--- src/rtl/flst_pkg.sv ---
package flst_pkg;

    typedef enum logic [2:0] {
        OP_IDLE      = 3'd0,
        OP_PROG      = 3'd1,
        OP_ERASE     = 3'd2,
        OP_SUSP      = 3'd3,
        OP_SUSP_PROG = 3'd4
    } op_e;

    localparam int NUM_TGL = 2;
    localparam int TGL_MAIN = 0;
    localparam int TGL_SUSP = 1;

    typedef struct packed {
        logic                pass;
        logic                b7;
        logic                b6;
        logic                b2;
        logic [NUM_TGL-1:0]  adv;
    } stat_sel_t;

    function automatic logic op_holds_busy(op_e op);
        return (op == OP_PROG) || (op == OP_ERASE) || (op == OP_SUSP_PROG);
    endfunction

endpackage

--- src/rtl/flst_decode.sv ---
module flst_decode
    import flst_pkg::*;
#(
    parameter int PLANE_W = 1,
    parameter int SECT_W  = 5
) (
    input  op_e                 op,
    input  logic [PLANE_W-1:0]  op_plane,
    input  logic [PLANE_W-1:0]  susp_plane,
    input  logic [SECT_W-1:0]   susp_sector,
    input  logic [PLANE_W-1:0]  rd_plane,
    input  logic [SECT_W-1:0]   rd_sector,
    input  logic                loaded_b7,
    input  logic [NUM_TGL-1:0]  tgl,
    output stat_sel_t           sel
);

    logic plane_hit;
    logic sect_hit;

    assign plane_hit = (rd_plane == op_plane);
    assign sect_hit  = (rd_plane == susp_plane) && (rd_sector == susp_sector);

    always_comb begin
        sel      = '0;
        sel.pass = 1'b1;
        case (op)
            OP_PROG: begin
                if (plane_hit) begin
                    sel.pass          = 1'b0;
                    sel.b7            = ~loaded_b7;
                    sel.b6            = tgl[TGL_MAIN];
                    sel.b2            = 1'b1;
                    sel.adv[TGL_MAIN] = 1'b1;
                end
            end
            OP_ERASE: begin
                if (plane_hit) begin
                    sel.pass = 1'b0;
                    sel.b7   = 1'b0;
                    sel.b6   = tgl[TGL_MAIN];
                    sel.b2   = tgl[TGL_SUSP];
                    sel.adv  = '1;
                end
            end
            OP_SUSP: begin
                if (sect_hit) begin
                    sel.pass          = 1'b0;
                    sel.b7            = 1'b1;
                    sel.b6            = 1'b1;
                    sel.b2            = tgl[TGL_SUSP];
                    sel.adv[TGL_SUSP] = 1'b1;
                end
            end
            OP_SUSP_PROG: begin
                if (sect_hit) begin
                    sel.pass          = 1'b0;
                    sel.b7            = 1'b1;
                    sel.b6            = 1'b1;
                    sel.b2            = tgl[TGL_SUSP];
                    sel.adv[TGL_SUSP] = 1'b1;
                end else if (plane_hit) begin
                    sel.pass = 1'b0;
                    sel.b7   = ~loaded_b7;
                    sel.b6   = tgl[TGL_MAIN];
                    sel.b2   = tgl[TGL_SUSP];
                    sel.adv  = '1;
                end
            end
            default: ;
        endcase
    end

endmodule

--- src/rtl/flst_toggle.sv ---
module flst_toggle #(
    parameter int N = 2
) (
    input  logic          clk,
    input  logic          rst,
    input  logic          done,
    input  logic [N-1:0]  adv,
    output logic [N-1:0]  q
);

    for (genvar i = 0; i < N; i++) begin : g_tgl
        always_ff @(posedge clk) begin
            if (rst) begin
                q[i] <= 1'b0;
            end else if (done && adv[i]) begin
                q[i] <= ~q[i];
            end
        end
    end

endmodule

--- src/rtl/flst_status_gen.sv ---
module flst_status_gen
    import flst_pkg::*;
#(
    parameter int PLANE_W = 1,
    parameter int SECT_W  = 5
) (
    input  logic                clk,
    input  logic                rst,
    input  logic [2:0]          op_kind,
    input  logic [PLANE_W-1:0]  op_plane,
    input  logic [PLANE_W-1:0]  susp_plane,
    input  logic [SECT_W-1:0]   susp_sector,
    input  logic [PLANE_W-1:0]  rd_plane,
    input  logic [SECT_W-1:0]   rd_sector,
    input  logic                loaded_b7,
    input  logic                rd_strobe,
    output logic                st7,
    output logic                st6,
    output logic                st2,
    output logic                pass_data,
    output logic                busy_pull
);

    op_e                op;
    stat_sel_t          sel;
    logic [NUM_TGL-1:0] tgl;
    logic               strobe_q;
    logic               rd_done;

    assign op = op_e'(op_kind);

    always_ff @(posedge clk) begin
        if (rst) begin
            strobe_q <= 1'b0;
        end else begin
            strobe_q <= rd_strobe;
        end
    end

    assign rd_done = strobe_q && !rd_strobe;

    flst_decode #(
        .PLANE_W(PLANE_W),
        .SECT_W (SECT_W)
    ) u_decode (
        .op         (op),
        .op_plane   (op_plane),
        .susp_plane (susp_plane),
        .susp_sector(susp_sector),
        .rd_plane   (rd_plane),
        .rd_sector  (rd_sector),
        .loaded_b7  (loaded_b7),
        .tgl        (tgl),
        .sel        (sel)
    );

    flst_toggle #(
        .N(NUM_TGL)
    ) u_toggle (
        .clk (clk),
        .rst (rst),
        .done(rd_done),
        .adv (sel.adv),
        .q   (tgl)
    );

    always_comb begin
        if (rst) begin
            pass_data = 1'b1;
            st7       = 1'b0;
            st6       = 1'b0;
            st2       = 1'b0;
            busy_pull = 1'b0;
        end else begin
            pass_data = sel.pass;
            st7       = sel.b7;
            st6       = sel.b6;
            st2       = sel.b2;
            busy_pull = op_holds_busy(op);
        end
    end

endmodule

--- config.mk ---
export PLATFORM = sky130hd
export DESIGN_NAME = flst_status_gen
export DESIGN_NICKNAME = d
export VERILOG_FILES = /design/src/rtl/flst_pkg.sv /design/src/rtl/flst_decode.sv /design/src/rtl/flst_toggle.sv /design/src/rtl/flst_status_gen.sv
export SDC_FILE = /design/constraint.sdc
export NUM_CORES = 1
export LEC_CHECK = 0
export BUFFER_PORTS_ARGS = -buffer_cell sky130_fd_sc_hd__clkbuf_2
export CELL_PAD_IN_SITES_DETAIL_PLACEMENT = 2
export CELL_PAD_IN_SITES_GLOBAL_PLACEMENT = 2
export CORE_ASPECT_RATIO = 0.8
export CORE_MARGIN = 2
export CORE_UTILIZATION = 23
export DETAILED_ROUTE_END_ITERATION = 16
export GPL_ROUTABILITY_DRIVEN = 0
export MAX_ROUTING_LAYER = met4
export PLACE_DENSITY = 0.81
export SYNTH_ARGS = -nofsm -noshare
export SYNTH_HDL_FRONTEND = slang
export SYNTH_HIERARCHICAL = 1
export SYNTH_SLANG_ARGS = --single-unit
--- constraint.sdc ---
create_clock -name clk -period 6 [get_ports clk]
set_clock_uncertainty 0.15 [all_clocks]
set_input_delay 1.2 -clock clk [delete_from_list [all_inputs] [get_ports clk]]
set_output_delay 1.2 -clock clk [all_outputs]
set_load 0.005 [all_outputs]
==> flow_metrics.tcl <==
set metrics [dict create \
    die_h_um 44.0 \
    yosys_warnings 6 \
    post-dp-hpwl_mm 1.28 \
    synth_fp_nets 82 \
    fp-row-count 14 \
    cts.sinks 3 \
    tightest_slew_ps 508 \
    fin_nets 111 \
    p_per_area_nw_per_um2 145 \
    rr_worst_depth 3 \
    maxCapViolations 0 \
    drc 0 \
    holdBufCountCts 0 \
    drtAntennaViolNets 0 \
    synth_edf_count 0 \
    drt_wl_total_mm 1.63 \
    num_io_pins 25 \
    cts_setup_buffers 0 \
    clock_latency_ps 240 \
    worst-path-max-fanout 8 \
    synthArstFlopShare 0 \
    grtUsageTotal 0.162 \
    diodes 0 \
    cts_buffers 3 \
    routedWlPerCell_um 14.3 \
    fin_crit_ps 4060 \
    p_leak_uw 0.000277 \
    area_delta_synth_final_pct 38.4 \
    drv_slew 0 \
    antenna_found_initial 0 \
    start_util 0.245 \
    die_x_um 54.0 \
    netlist.top_cell.by_area "xor2_1" \
    grt_max_degree 10 \
    worstSetupStartpointType "input port" \
    hold_path_class "reg -> reg" \
    synth-seq-cells 3 \
    setup_viol 0 \
    fmax_mhz 246 \
    grt_pass1_vias 609 \
    criticalPathCategory "in -> out" \
    cts-root-buf "clkbuf_4" \
    ys.flop_type "dfxtp_1" \
    drt_pre_antenna_iters 4 \
    synth_seq_area_share 0.131 \
    synth_top_area_frac 0.153 \
    synth_cells 62 \
    crit_path_end_kind "primary output" \
    r2r_slack_ps 4880 \
    die_area_um2 2370 \
    critical_path_required_ps 4650 \
    clk_pin_slew_worst_paths_ps 40 \
    grt_pass1_wl_mm 2.75 \
    final_util 0.339 \
    synth_area_um2 459 \
    relSlewSlack 0.659 \
    endpoint "pass_data" \
    rr_startpoint "strobe_q" \
    vdd_drop_max_mv 0.0484 \
    drive_gt1_frac 0.344 \
    drtIter0Drc 11 \
    fin_crit_sh 0.676 \
    yosysUniqueCellTypes 30 \
    cts_repair_resize_count 0 \
    cts_max_path_buffers 2 \
    finalSetupTns_ps 0 \
    worst_ep_arrival_time_ps 2710 \
    r2r-end "u_toggle/q[1]" \
    overflow 0 \
    synth.top_cells.by_area "xor2_1, dfxtp_1, nor2b_1" \
    cts_tree "done" \
    worstSetupStartpoint "susp_sector[2]" \
    hold_violations 0 \
    status "completed" \
    rsz0062_at_grt "false" \
    coreArea_um2 1870 \
    vias 573 \
    via_per_inst 5.03 \
    whs_ps 414 \
    htree_levels 1 \
    syn_area_per_cell_um2 7.41 \
    portBuffers 24 \
]
==> worst min path at each step <==
stage / startpoint / to / cells past startpoint
6_report: u_toggle/q[0] / u_toggle/q[0] / 2
3_3_place_gp: u_toggle/q[0] / u_toggle/q[0] / 2
5_1_grt: u_toggle/q[0] / u_toggle/q[0] / 2
2_1_floorplan: u_toggle/q[0] / u_toggle/q[0] / 2
4_1_cts: u_toggle/q[0] / u_toggle/q[0] / 2
3_5_place_dp: u_toggle/q[0] / u_toggle/q[0] / 2
==> sequential cells by signal, indices dropped and copies added, names as in the netlist <==
signal and cells:
u_toggle/q 2, strobe_q 1
==> synthesized netlist by cell type (all sizes together), types with 2 or more instances <==
master  instances
a21oi           5
xor2            8
inv             3
nand3b          2
o31ai           2
a31oi           2
dfxtp           3
nor3            2
nor2b           5
o21ai           2
and2            2
nor2            8
a21bo           2
nand2           3
==> stage by stage <==
stage               total power (uW)  cells  instance area (um^2)  setup WS [ps]
finish                          92.4    114                   636           1940
global route                     100    114                   636           1850
CTS                             94.9    114                   636           1950
detailed placement              55.5    110                   609           1950
global placement                53.7    110                   609           2050
floorplan                       39.8     62                   459           2330
==> power breakdown <==
part           total, uW  internal [uW]  switching (uW)
Combinational       34.4           14.2            20.2
Sequential          20.9           20.6           0.259
Clock               37.1           25.0            12.1
Total               92.4           59.9            32.5
==> metal layers <==
layer	vias to the layer above	routed length, um	GRT usage	share of wire
li1	282	-	-	-
met1	276	776	0.210	0.48
met2	15	797	0.261	0.49
met3	0	57	0.0310	0.035
met4	0	0	0.0308	0
met5	-	0	-	0
==> critical path, stage by stage <==
cell and delay [ps]:
clkbuf_2 80, xor2_1 170, nor4_4 520, o211ai_1 180
and2_1 170, or2_2 260, clkbuf_2 110
==> layout make-up <==
type                    instances  area [um^2]
multi-input cells              56          388
well taps                      24         30.0
fillers                       237         1240
repair buffers                 24          120
clock buffers                   4         26.3
flip-flops and latches          3         60.1
inverters                       3         11.3
==> kinds of logic (layout without fill, tap and decap cells) <==
logic type	Yosys count	after routing	synth area share
muxes	1	1	0.0218
xor gates and xnor gates	9	9	0.172
DFF	3	3	0.131
AOI/OAI and AO/OA	20	20	0.316
and+or+nand+nor	26	26	0.335
buffers and inverters	3	31	0.0245
==> cells in the final DEF (no fill, tap or decap) <==
master	instances
o32ai_1	1
xor2_1	8
a31oi_1	2
o211ai_1	1
xnor2_1	1
o311ai_0	1
and2_1	2
nor2_1	7
nor3b_1	1
nor2b_1	5
inv_1	3
a21oi_1	4
o211a_1	1
or2_2	1
o21ai_0	1
nand3b_1	2
mux2i_1	1
nor3_1	2
a32oi_1	1
clkbuf_4	3
o31a_1	1
nor2_2	1
o22ai_1	1
a21bo_1	2
nor4_4	1
clkbuf_2	24
a21oi_2	1
o21ai_1	1
o31ai_1	2
dfxtp_1	3
clkbuf_1	1
nand2_1	3
nand2b_1	1
Power figures use the tool's default switching activity.
